[config.mk]
export PLATFORM = sky130hd
export DESIGN_NAME = dma_prog_flags
export DESIGN_NICKNAME = d
export VERILOG_FILES = /design/src/rtl/dpf_pkg.sv /design/src/rtl/dpf_progress.sv /design/src/rtl/dpf_sticky.sv /design/src/rtl/dma_prog_flags.sv
export SDC_FILE = /design/constraint.sdc
export NUM_CORES = 1
export LEC_CHECK = 0
export BUFFER_PORTS_ARGS = -buffer_cell sky130_fd_sc_hd__buf_2
export CAP_MARGIN = 30
export CORE_UTILIZATION = 60
export CTS_CLUSTER_DIAMETER = 100
export DETAILED_ROUTE_END_ITERATION = 10
export PLACE_DENSITY = 0.93
export SETUP_SLACK_MARGIN = 0.5
export SLEW_MARGIN = 30
export SYNTH_ARGS = -nofsm -noshare
export SYNTH_HDL_FRONTEND = slang
export SYNTH_SLANG_ARGS = --single-unit
[constraint.sdc]
create_clock -name clk -period 6 [get_ports clk]
set_input_delay 0.3 -clock clk [delete_from_list [all_inputs] [get_ports clk]]
set_output_delay 0.3 -clock clk [all_outputs]
set_load 0.01 [all_outputs]
[src/rtl/dpf_pkg.sv]
package dpf_pkg;

  typedef enum logic {
    FLOW_DMA    = 1'b0,
    FLOW_PERIPH = 1'b1
  } flow_e;

  localparam int FLAG_HALF = 0;
  localparam int FLAG_FULL = 1;
  localparam int NFLAGS    = 2;

endpackage

[src/rtl/dpf_progress.sv]
module dpf_progress
  import dpf_pkg::*;
#(
  parameter int CW = 16
) (
  input  logic          clk,
  input  logic          rst_n,
  input  logic          ch_en,
  input  logic [CW-1:0] prog_cnt,
  input  logic          flow_sel,
  input  logic          item_done,
  input  logic          periph_end,
  output logic [CW-1:0] remaining,
  output logic          half_evt,
  output logic          end_evt
);

  localparam logic [CW-1:0] ONE = CW'(1);

  // midpoint of a transfer: floor(count / 2)
  function automatic logic [CW-1:0] mid_of(input logic [CW-1:0] c);
    return c >> 1;
  endfunction

  // one step down, never below zero
  function automatic logic [CW-1:0] dec_sat(input logic [CW-1:0] v);
    return (v == '0) ? v : v - ONE;
  endfunction

  logic          en_q;
  logic          active;
  logic          en_rise;
  logic          item_acc;
  flow_e         flow_q;
  logic [CW-1:0] cnt_q;
  logic [CW-1:0] done_q;
  logic [CW-1:0] mid_w;

  assign en_rise  = ch_en & ~en_q;
  assign item_acc = active & ch_en & item_done;
  assign mid_w    = mid_of(cnt_q);

  assign half_evt = item_acc && (flow_q == FLOW_DMA) && (mid_w != '0)
                    && ((done_q + ONE) == mid_w);

  assign end_evt  = active && ch_en &&
                    ((flow_q == FLOW_DMA) ? (item_acc && remaining == ONE)
                                          : periph_end);

  always_ff @(posedge clk or negedge rst_n) begin
    if (!rst_n) begin
      en_q      <= 1'b0;
      active    <= 1'b0;
      flow_q    <= FLOW_DMA;
      cnt_q     <= '0;
      done_q    <= '0;
      remaining <= '0;
    end else begin
      en_q <= ch_en;
      if (en_rise) begin
        remaining <= prog_cnt;
        cnt_q     <= prog_cnt;
        done_q    <= '0;
        flow_q    <= flow_e'(flow_sel);
        active    <= flow_sel | (prog_cnt != '0);
      end else begin
        if (!ch_en || end_evt) active <= 1'b0;
        if (item_acc) begin
          remaining <= dec_sat(remaining);
          done_q    <= done_q + ONE;
        end
      end
    end
  end

  p_load_r2: assert property (@(posedge clk) disable iff (!rst_n)
    en_rise |=> remaining == $past(prog_cnt));

  p_dec_r3: assert property (@(posedge clk) disable iff (!rst_n)
    (item_acc && !en_rise && remaining != '0) |=> remaining == $past(remaining) - ONE);

  p_idle_hold_r3: assert property (@(posedge clk) disable iff (!rst_n)
    (!active && !en_rise) |=> $stable(remaining));

  p_end_stops_r6: assert property (@(posedge clk) disable iff (!rst_n)
    end_evt |=> !active);

  p_no_mid_periph_r5: assert property (@(posedge clk) disable iff (!rst_n)
    (active && flow_q == FLOW_PERIPH) |-> !half_evt);

endmodule

[src/rtl/dpf_sticky.sv]
module dpf_sticky (
  input  logic clk,
  input  logic rst_n,
  input  logic set,
  input  logic clr,
  output logic q
);

  always_ff @(posedge clk or negedge rst_n) begin
    if (!rst_n) q <= 1'b0;
    else        q <= set | (q & ~clr);
  end

  p_hold_r8: assert property (@(posedge clk) disable iff (!rst_n)
    (q && !clr) |=> q);

  p_set_wins_r8: assert property (@(posedge clk) disable iff (!rst_n)
    set |=> q);

  p_clear_r8: assert property (@(posedge clk) disable iff (!rst_n)
    (clr && !set) |=> !q);

endmodule

[src/rtl/dma_prog_flags.sv]
module dma_prog_flags
  import dpf_pkg::*;
#(
  parameter int CW = 16
) (
  input  logic          clk,
  input  logic          rst_n,
  input  logic          ch_en,
  input  logic [CW-1:0] prog_cnt,
  input  logic          flow_periph,
  input  logic          item_done,
  input  logic          periph_end,
  input  logic          half_ie,
  input  logic          full_ie,
  input  logic          half_clr,
  input  logic          full_clr,
  output logic [CW-1:0] remaining,
  output logic          half_flag,
  output logic          full_flag,
  output logic          irq
);

  logic              half_evt;
  logic              end_evt;
  logic [NFLAGS-1:0] set_v;
  logic [NFLAGS-1:0] clr_v;
  logic [NFLAGS-1:0] ie_v;
  logic [NFLAGS-1:0] q_v;

  dpf_progress #(.CW(CW)) u_progress (
    .clk        (clk),
    .rst_n      (rst_n),
    .ch_en      (ch_en),
    .prog_cnt   (prog_cnt),
    .flow_sel   (flow_periph),
    .item_done  (item_done),
    .periph_end (periph_end),
    .remaining  (remaining),
    .half_evt   (half_evt),
    .end_evt    (end_evt)
  );

  assign set_v[FLAG_HALF] = half_evt;
  assign set_v[FLAG_FULL] = end_evt;
  assign clr_v[FLAG_HALF] = half_clr;
  assign clr_v[FLAG_FULL] = full_clr;
  assign ie_v[FLAG_HALF]  = half_ie;
  assign ie_v[FLAG_FULL]  = full_ie;

  for (genvar g = 0; g < NFLAGS; g++) begin : g_flag
    dpf_sticky u_flag (
      .clk   (clk),
      .rst_n (rst_n),
      .set   (set_v[g]),
      .clr   (clr_v[g]),
      .q     (q_v[g])
    );
  end

  assign half_flag = q_v[FLAG_HALF];
  assign full_flag = q_v[FLAG_FULL];
  assign irq       = |(q_v & ie_v);

  p_irq_source_r9: assert property (@(posedge clk) disable iff (!rst_n)
    irq |-> (half_flag || full_flag));

  p_irq_masked_r9: assert property (@(posedge clk) disable iff (!rst_n)
    (!half_ie && !full_ie) |-> !irq);

  p_half_cause_r4: assert property (@(posedge clk) disable iff (!rst_n)
    $rose(half_flag) |-> $past(item_done));

  p_full_cause_r6: assert property (@(posedge clk) disable iff (!rst_n)
    $rose(full_flag) |-> $past(item_done || periph_end));

endmodule

After elaboration in Yosys (flattened, before gate mapping)
Index checks and enable logic that the tools add are counted.
- equality and inequality tests: 3
- reduce and logical (&&, ||, !) cells: 15
- bitwise operators: 13
- muxes and demuxes: 8
- add/subtract/negate cells: 2
- operator list (cell ; number):
    two-way mux 16 bit ; 5
    nonzero test 16 bit ; 2
    adder 16 x 1 -> 16 bit (second input constant) ; 1
    == test 16 x 1 -> 1 bit (second input constant) ; 1
    == test 16 x 15 -> 1 bit ; 1
    zero test 16 bit ; 1
    subtractor 16 x 1 -> 16 bit (second input constant) ; 1
    logical AND 1 bit ; 6
    AND 1 bit ; 5
    NOT 1 bit ; 4
    nonzero test 2 bit ; 2
    two-way mux 1 bit ; 3
    OR 1 bit ; 3
    AND 2 bit ; 1
    != test 2 x 1 -> 1 bit (second input constant) ; 1
    AND reduction 2 bit ; 1
    OR reduction 2 bit ; 1
    zero test 1 bit ; 1
    logical OR 1 bit ; 1
- register bits: 53
- output and inout bits: 19
- input port bits: 26
- word-level logic and storage cells: 49

Logic depth before layout (Yosys ltp)
Gate-level depths: netlist of run 1.
- word-level depth: 8
- mapped depth: 9

Hierarchy
From an unflattened synthesis of run 1, not the netlist that was laid out.
- cell total of the unflattened synthesis: 348
- area total of the unflattened synthesis: 3085.5 sq um
- modules (own cells, without submodules) (module ; area an instance (sq um) ; cells an instance ; times used):
    dpf_progress ; 3004.1 ; 341 ; 1
    dpf_sticky ; 36.3 ; 3 ; 2
    dma_prog_flags ; 8.8 ; 1 ; 1

Worst setup path after synthesis of run 1
No wires, ideal clock.
- path kind: register to register
- start point: reg u_progress.done_q[0]
- end point: reg g_flag[0].u_flag.q
- setup time: 0.101 ns
- arrival time: 1.970 ns
- buffers on the path: 2
- period minus slack after synthesis: 2.071 ns
- setup slack: 3.929 ns
- cell stages (with the launch flop): 10
- path through: dfrtp_1 -> ha_1 -> buf_2 -> and4_1 -> clkbuf_1 -> nand4_1 -> xnor2_1 -> a221oi_2 -> nand4_1 -> o32ai_1
- cells in the longest elaborated chain, start to end: 4
- ends and longest elaborated chain (item ; line ; RTL):
    from (decl) ; dpf_progress.sv:36 ; logic [CW-1:0] done_q;
    from (signal assigned) ; dpf_progress.sv:70 ; done_q <= done_q + ONE;
    adder 16 x 1 -> 16 bit ; dpf_progress.sv:44 ; && ((done_q + ONE) == mid_w);
    == test 16 x 15 -> 1 bit ; dpf_progress.sv:44 ;
    logical AND 1 bit ; dpf_progress.sv:44 ;
    OR 1 bit ; dpf_sticky.sv:11 ; else q <= set | (q & ~clr);
    to (signal assigned) ; dpf_sticky.sv:11 ;
    to (decl) ; dpf_sticky.sv:6 ; output logic q
No other way between the ends.
A chain may end at the register's enable or synchronous reset.

Worst setup path after layout of run 1
Ends and elaborated chain as after synthesis.

==> load_flow_metrics.sql, run 1 <==
INSERT INTO impl_metrics (metric_group, metric, value, unit) VALUES
('logic_synthesis', 'synth-main-ff-cell', 'dfrtp_1', ''),
('finish', 'finish.instance_area', '0.003452', 'mm²'),
('finish', 'most-common-layout-cells', '72 x nand2_1, 52 x dfrtp_1, 44 x buf_2', ''),
('clocking', 'cts_tree', 'done', ''),
('clocking', 'cts_setup_buffers', '0', ''),
('floorplan', 'floorplan.die_area', '0.005506', 'mm²'),
('timing', 'clock_skew', '0.01056', 'ns'),
('placement', 'port-buffer-count', '44', ''),
('floorplan', 'io-pin-count', '45', ''),
('power_and_ir_drop', 'power_frac_seq', '53.1', '%'),
('placement', 'placedCellCount', '456', ''),
('routing', 'drt_drc_violations_left', '0', ''),
('timing', 'setup_viol_count_final', '0', ''),
('timing', 'max_freq', '396.1', 'MHz'),
('global_routing', 'grtUsageTotal', '30.94', '%'),
('logic_synthesis', 'synthesis.area_per_instance', '8.546', 'µm²'),
('global_routing', 'grt_pass1_vias', '2751', ''),
('worst_setup_path', 'timing.critical_path.fanout_max', '9', ''),
('routing', 'drt_first_iter_violations', '276', ''),
('timing', 'finalHoldViolCount', '0', ''),
('clocking', 'cts.root.buffer_cell', 'clkbuf_8', ''),
('global_routing', 'grt_start_max_net_pins', '53', ''),
('clocking', 'h-tree-depth', '2', ''),
('routing', 'dr_wl_met2', '3.722', 'mm'),
('finish', 'final_net_count', '426', ''),
('logic_synthesis', 'synthMuxAreaShare', '1.440', '%'),
('logic_synthesis', 'synthTopCellsByArea', 'dfrtp_1 42%, nand2_1 8.6%, o21ai_0 5.6%', ''),
('floorplan', 'rows', '25', ''),
('clocking', 'number_of_buffers_between_clock_root_and_the_deepest_sink', '2', ''),
('logic_synthesis', 'synth_xor_area_share', '8.960', '%'),
('power_and_ir_drop', 'pwr-share-clk', '28.8', '%'),
('power_and_ir_drop', 'netSwitchingFraction', '29.26', '%'),
('logic_synthesis', 'synth.yosys.seq_area_share', '41.60', '%'),
('logic_synthesis', 'netlist_area', '0.003128', 'mm²'),
('power_and_ir_drop', 'leakagePower', '1.528', 'nW'),
('timing', 'worstMarginPinSlew', '0.7211', 'ns'),
('floorplan', 'dieWidth', '74.21', 'µm'),
('status', 'status', 'finished clean', ''),
('worst_setup_path', 'cp_data_arrival_time', '2.71', 'ns'),
('worst_setup_path', 'worst_r2r_startpoint', 'u_progress.done_q[0]', ''),
('global_routing', 'grt_first_pass_wirelength', '12.87', 'mm'),
('worst_setup_path', 'critical_path_start_type', 'flip-flop', ''),
('floorplan', 'floorplan.die.height', '74.21', 'µm'),
('routing', 'drt-met1-wl', '3.217', 'mm'),
('power_and_ir_drop', 'combPwrFrac', '18.1', '%'),
('global_routing', 'grt_antenna_before_repair', '0', ''),
('worst_setup_path', 'cp_cell_sequence', 'ha_1 -> and4_1 -> nand4_1 -> xnor2_1 -> a221oi_2 -> nand4_1 -> o32ai_1', ''),
('logic_synthesis', 'synth_top_area_share', '41.60', '%'),
('worst_setup_path', 'critical_path.n_buffers_inverters', '0', ''),
('finish', 'antenna_cells', '0', ''),
('routing', 'detail_route.vias_per_cell', '6.238', ''),
('routing', 'detailroute.wirelength.met3', '542', 'µm'),
('logic_synthesis', 'synth-adder-area-share', '1.600', '%'),
('finish', 'postLayoutCoreUtil', '70.74', '%'),
('finish', 'final_cells', '462', ''),
('worst_setup_path', 'critical_path_required', '6.18', 'ns'),
('placement', 'place_congestion', '0.9164', ''),
('clocking', 'clk_sinks', '52', ''),
('floorplan', 'core', '0.004880', 'mm²'),
('placement', 'detailed_placer_s_ending_hpwl', '5.492', 'mm'),
('clocking', 'cts_hold_buf', '0', ''),
('timing', 'setup_total_negative_slack', '0', 'ns'),
('finish', 'area_growth_syn_to_layout', '10.36', '%'),
('logic_synthesis', 'synth_top_family_by_area', 'simple AND/OR/NAND/NOR gates', ''),
('worst_setup_path', 'critical_path.endpoint_type', 'flip-flop', ''),
('logic_synthesis', 'synth-seq-cells', '52', ''),
('clocking', 'worst_skew_pair.late_latency', '0.31', 'ns'),
('floorplan', 'initial_core_util', '64.10', '%'),
('logic_synthesis', 'synth_cell_types', '50', ''),
('logic_synthesis', 'synth.net_count', '396', ''),
('logic_synthesis', 'synth.largest_area_cell', 'dfrtp_1', '');
layout make-up:
| cell class | count | area [µm²] |
|---|---|---|
| flip-flops and latches | 52 | 1301 |
| well taps | 67 | 83.83 |
| clock inverters | 1 | 30.03 |
| inverters | 6 | 22.52 |
| multi-input cells | 286 | 1718 |
| fillers | 391 | 1428 |
| clock buffers | 5 | 68.82 |
| repair buffers | 45 | 227.7 |
cells by family after synthesis:
logic type	count (synthesis)
mux	4
fa+ha+maj	4
buf+inv	28
flops	52
xor+xnor	32
simple gates	176
compound gates	70
flip-flops by register name (all words and copies together) (netlist names):
register / cells
g_flag.u_flag.q: 2
u_progress.active: 1
u_progress.cnt_q: 15
u_progress.done_q: 16
u_progress.en_q: 1
u_progress.flow_q: 1
u_progress.remaining: 16
stage by stage:
step	setup WS [ns]	hold WS (ns)
3_3_place_gp	3.650	0.4542
6_report	3.476	0.1053
4_1_cts	3.529	0.1268
3_5_place_dp	3.599	0.4529
2_1_floorplan	3.929	0.004409
5_1_grt	3.344	0.1595
cells in the mapped netlist, types with 3 or more instances:
master and instances:
a21oi_1 9, a31oi_1 4, and2_1 3, and3_1 7, buf_2 8, clkbuf_1 13
dfrtp_1 52, ha_1 4, inv_1 6, mux2i_1 3, nand2_1 72, nand3_1 14
nand4_1 10, nor2_1 23, nor2b_1 3, nor3_1 13, nor4_1 10, o21ai_0 35
o31ai_1 6, o41ai_1 4, or4_1 3, xnor2_1 18, xor2_1 14
power groups by stage:
| stage | combinational, W | clock [W] | sequential (W) |
|---|---|---|---|
| after detailed placement | 0.000143 | 0 | 0.000428 |
| final | 0.000144 | 0.000229 | 0.000423 |
| after floorplan | 0.0000851 | 0 | 0.000426 |
| after CTS | 0.000144 | 0.000232 | 0.000422 |
| after global placement | 0.000137 | 0 | 0.000426 |
| after global routing | 0.000161 | 0.000243 | 0.000428 |
path summary, 6_finish.rpt:
| kind | end | slack (ns) | cells after the start |
|---|---|---|---|
| min reg2reg | u_progress.done_q[15] | 0.53 | 1 |
| max | g_flag[0].u_flag.q | 3.48 | 7 |
| max in group asynchronous | u_progress.remaining[10] | 5.47 | 2 |
| max reg2reg | g_flag[0].u_flag.q | 3.48 | 7 |
| min in group clk | g_flag[1].u_flag.q | 0.17 | 2 |
| min | u_progress.done_q[13] | 0.11 | 2 |
per-layer routing:
metal | vias to the layer above | GRT usage [%]
met4 | 0 | 8.761
met3 | 13 | 5.149
met2 | 146 | 52.93
met5 | - | 0
met1 | 1370 | 40.69
li1 | 1353 | -
worst reg2reg max path, cell delays in order, from the launching register on:
cell	delay [ns]
dfrtp_1	0.50
ha_1	0.40
and4_1	0.40
nand4_1	0.16
xnor2_1	0.18
a221oi_2	0.28
nand4_1	0.14
o32ai_1	0.36
Note: power is estimated with default switching activity, not from simulation.
==> run 2, diff against run 1 <==
- ABC_AREA: not set -> 1
- CORE_UTILIZATION: 60 -> 58
- PLACE_DENSITY: 0.93 -> 0.9
- clock period: 6 -> 2.41 ns (I/O delays scaled with it)
==> run 2 against run 1 <==
Compared with the run above:
- flip-flop and latch count did not move
- fmax rose by 43%
- utilization fell by 0.065 points
- clock-buffer cell count rose by 1
- routed wire length rose by 14%
- sequential share of layout area fell by 2.7 points
- cell area rose by 7.9%
- largest cell class unchanged
==> load_flow_metrics.sql, run 2 <==
INSERT INTO impl_metrics (metric_group, metric, value, unit) VALUES
('status', 'status', 'finished clean', ''),
('timing', 'post-route-min-period', '1.762', 'ns'),
('power_and_ir_drop', 'pwr-share-clk', '21.1', '%'),
('floorplan', 'dieWidth', '77.15', 'µm'),
('timing', 'finalHoldViolCount', '0', ''),
('timing', 'report.final.slew_viol_count', '0', ''),
('power_and_ir_drop', 'combPwrFrac', '29.7', '%'),
('worst_setup_path', 'timing.critical_path.from', 'u_progress.done_q[0]', ''),
('logic_synthesis', 'synth.largest_area_cell', 'dfrtp_1', ''),
('placement', 'dpl-instance-area', '0.003557', 'mm²'),
('logic_synthesis', 'synth_commonest_cells', '116 x nand2_1, 60 x inv_1, 52 x dfrtp_1', ''),
('routing', 'ant_nets', '0', ''),
('routing', 'drt_first_iter_violations', '262', ''),
('worst_setup_path', 'cp-endpoint', 'g_flag[0].u_flag.q', ''),
('clocking', 'clk_sinks', '52', ''),
('worst_setup_path', 'critical_path_start_type', 'flip-flop', ''),
('finish', 'most-common-layout-cells', '116 x nand2_1, 57 x inv_1, 51 x dfrtp_1', ''),
('logic_synthesis', 'compound_gate_portion_of_the_synthesized_area', '12.61', '%'),
('placement', 'detailed_placer_s_ending_hpwl', '6.556', 'mm'),
('logic_synthesis', 'ys.warnings.count', '0', ''),
('logic_synthesis', 'synth.net_count', '478', ''),
('routing', 'detail_route.vias_per_cell', '5.677', ''),
('logic_synthesis', 'synth-adder-area-share', '1.528', '%'),
('routing', 'drt_drc_violations_left', '0', ''),
('power_and_ir_drop', 'powerDensity', '622.3', 'mW/mm²'),
('clocking', 'worst_skew_pair.late_latency', '0.31', 'ns'),
('floorplan', 'floorplan.die.height', '77.15', 'µm'),
('worst_setup_path', 'timing.critical_path.fanout_max', '5', ''),
('worst_setup_path', 'critical_path.endpoint_type', 'flip-flop', ''),
('power_and_ir_drop', 'netSwitchingFraction', '37.46', '%'),
('finish', 'area_growth_syn_to_layout', '13.71', '%'),
('logic_synthesis', 'post-synth-top-count-cell', 'nand2_1', ''),
('floorplan', 'rows', '26', ''),
('timing', 'max_freq', '567.6', 'MHz'),
('clocking', 'cts_tree', 'done', ''),
('timing', 'slew_headroom', '62.82', '%'),
('timing', 'finalCritPeriodShare', '73.10', '%'),
('finish', 'drive_gt1_share', '20.72', '%'),
('logic_synthesis', 'synth_xor_area_share', '3.094', '%'),
('power_and_ir_drop', 'power_frac_seq', '49.2', '%'),
('timing', 'setup_viol_count_final', '0', ''),
('timing', 'worstMarginPinSlew', '0.5576', 'ns'),
('global_routing', 'grt_first_pass_wirelength', '14.52', 'mm'),
('finish', 'antenna_cells', '0', ''),
('clocking', 'number_of_buffers_between_clock_root_and_the_deepest_sink', '2', ''),
('global_routing', 'grt_pass1_vias', '3049', ''),
('power_and_ir_drop', 'power_report.internal_total', '0.001450', 'W'),
('placement', 'port-buffer-count', '44', ''),
('finish', 'final_common_cell', 'nand2_1', ''),
('worst_setup_path', 'crit_reg_reg_endpoint', 'g_flag[0].u_flag.q', ''),
('worst_setup_path', 'r2r_cells', '12', ''),
('floorplan', 'floorplan.die_area', '0.005952', 'mm²'),
('routing', 'wirelength', '8.620', 'mm'),
('logic_synthesis', 'synth_top_family_by_area', 'simple AND/OR/NAND/NOR gates', ''),
('logic_synthesis', 'postSynth.asyncResetShare', '100.0', '%'),
('worst_setup_path', 'critical_path_required', '2.67', 'ns'),
('floorplan', 'initial_core_util', '62.16', '%'),
('worst_setup_path', 'critical-path-slowest-cell', 'dfrtp_2', ''),
('logic_synthesis', 'synth_top_area_share', '39.72', '%'),
('logic_synthesis', 'syn_inst', '448', ''),
('timing', 'grt_setup_unrepaired', 'true', ''),
('placement', 'place_congestion', '0.9654', ''),
('global_routing', 'grtUsageTotal', '31.18', '%'),
('logic_synthesis', 'synth-edff-count', '0', ''),
('worst_setup_path', 'worst_path_dominant_cell_family', 'simple AND/OR/NAND/NOR gates', ''),
('timing', 'clock_skew', '0.006631', 'ns'),
('logic_synthesis', 'synthTopCellsByArea', 'dfrtp_1 40%, nand2_1 13%, inv_1 6.9%', ''),
('timing', 'setup_total_negative_slack', '0', 'ns'),
('logic_synthesis', 'synth_simple_gate_area_share', '34.03', '%'),
('logic_synthesis', 'netlist_area', '0.003276', 'mm²'),
('routing', 'via_count', '3247', ''),
('finish', 'final_net_count', '532', ''),
('power_and_ir_drop', 'design_power_total', '0.002318', 'W'),
('worst_setup_path', 'timing_worst_setup_path_type', 'flip-flop to flip-flop', ''),
('power_and_ir_drop', 'leakagePower', '1.751', 'nW'),
('power_and_ir_drop', 'max-vdd-ir-drop', '428.1', 'µV'),
('floorplan', 'core', '0.005270', 'mm²'),
('worst_setup_path', 'r2r_setup_slack', '0.65', 'ns'),
('global_routing', 'grt_start_max_net_pins', '43', ''),
('clocking', 'cts_made_buffers', '5', ''),
('logic_synthesis', 'synth-main-ff-cell', 'dfrtp_1', ''),
('worst_setup_path', 'cp_data_arrival_time', '2.02', 'ns'),
('worst_setup_path', 'timing.critical_path.mode_cell', 'nand2_1', ''),
('worst_setup_path', 'cp_cell_sequence', 'ha_1 -> nand2_1 -> nor2_4 -> nand2_1 -> nand2_1 -> nand3_1 -> nand2_1 -> nor2_1 -> nand2_1 -> nor2_1 -> nand3_1 -> nand2_1', ''),
('power_and_ir_drop', 'net-switching-power', '0.0008684', 'W'),
('global_routing', 'grt_antenna_before_repair', '0', ''),
('clocking', 'h-tree-depth', '2', ''),
('routing', 'post_drt_wl_per_cell', '15.07', 'µm'),
('logic_synthesis', 'synth_cell_types', '35', ''),
('finish', 'finish.instance_area', '0.003725', 'mm²'),
('min_path', 'holdCritPathClass', 'input port to flip-flop', ''),
('logic_synthesis', 'synth-seq-cells', '52', ''),
('worst_setup_path', 'critical_path.n_buffers_inverters', '0', ''),
('logic_synthesis', 'synth.yosys.seq_area_share', '39.72', '%'),
('flow_run', 'timing.max_cap.violations', '0', ''),
('finish', 'reg_top3', 'u_progress.done_q (16), u_progress.remaining (16), u_progress.cnt_q (15)', ''),
('floorplan', 'io-pin-count', '45', ''),
('worst_setup_path', 'worst_path_depth', '12', ''),
('routing', 'drt-pass1-iter-count', '7', ''),
('worst_setup_path', 'worst_r2r_startpoint', 'u_progress.done_q[0]', ''),
('clocking', 'clk_transition_reported_paths', '0.09', 'ns'),
('logic_synthesis', 'synthMuxAreaShare', '0', '%'),
('global_routing', 'overflow', '0', ''),
('clocking', 'cts.root.buffer_cell', 'clkbuf_8', ''),
('worst_setup_path', 'critical-path-max-stage-delay', '0.43', 'ns'),
('logic_synthesis', 'synthesis.area_per_instance', '7.312', 'µm²');
-- run 2: power groups by stage --
stage	Clock [W]	Combinational, W	Sequential [W]
6_report	0.000488	0.000689	0.00114
5_1_grt	0.000522	0.000778	0.00116
4_1_cts	0.000494	0.000671	0.00114
3_5_place_dp	0	0.000665	0.00115
3_3_place_gp	0	0.000652	0.00115
2_1_floorplan	0	0.000407	0.00116
-- run 2: logic make-up (layout without fill, tap and decap cells) --
kind of cell    count (synthesis)  after routing
buf+inv                        73            127
fa+ha+maj                       4              4
flops                          52             52
simple gates                  239            239
xor+xnor                        9              9
compound gates                 71             71
-- run 2: final cells by class --
class / count / area, µm²
multi-input cells: 323 / 1687
fillers: 432 / 1545
inverters: 63 / 242.7
clock buffers: 6 / 72.57
well taps: 70 / 87.58
clock inverters: 1 / 5.005
flip-flops and latches: 52 / 1303
repair buffers: 57 / 327.8
-- run 2: tightest hold or removal path, delay by kind of cell --
| family | cells | cell delay, ns |
|---|---|---|
| AND/OR/NAND/NOR | 2 | 0.09 |
| buffers and inverters | 2 | 0.10 |
-- run 2: how the worst min path moves through the flow --
stage	from	end	slack, ns	cells after the start
6_report	half_clr	g_flag[0].u_flag.q	0.03	4
3_3_place_gp	ch_en	u_progress.en_q	0.28	1
3_5_place_dp	ch_en	u_progress.en_q	0.29	1
4_1_cts	half_clr	g_flag[0].u_flag.q	0.03	4
5_1_grt	half_clr	g_flag[0].u_flag.q	0.04	4
2_1_floorplan	rst_n	g_flag[0].u_flag.q	-0.18	0
-- run 2: repair_timing --
| action | CTS | global route |
|---|---|---|
| hold endpoints to repair | 42 | 0 |
| resized for setup | 1 | 6 |
| setup buffers | 0 | 6 |
| hold buffers | 3 | 0 |
| endpoints found under the setup margin | 1 | 7 |
-- run 2: stage by stage --
step | hold slack (ns) | worst slack, ns | util, % | cells
2_1_floorplan | -0.1751 | 0.8568 | - | 448
3_3_place_gp | 0.2769 | 0.5824 | 67.50 | 556
3_5_place_dp | 0.2874 | 0.5033 | 67.50 | 556
4_1_cts | 0.02520 | 0.5619 | 69.56 | 566
5_1_grt | 0.03657 | 0.4843 | 70.68 | 572
6_report | 0.02710 | 0.6482 | 70.68 | 572
-- run 2: routing by layer --
metal  routed length (µm)  GRT usage, %
met1                 3772         41.82
met2                 4063         49.56
met3                  578         5.833
met4                  206         12.64
met5                    0             0
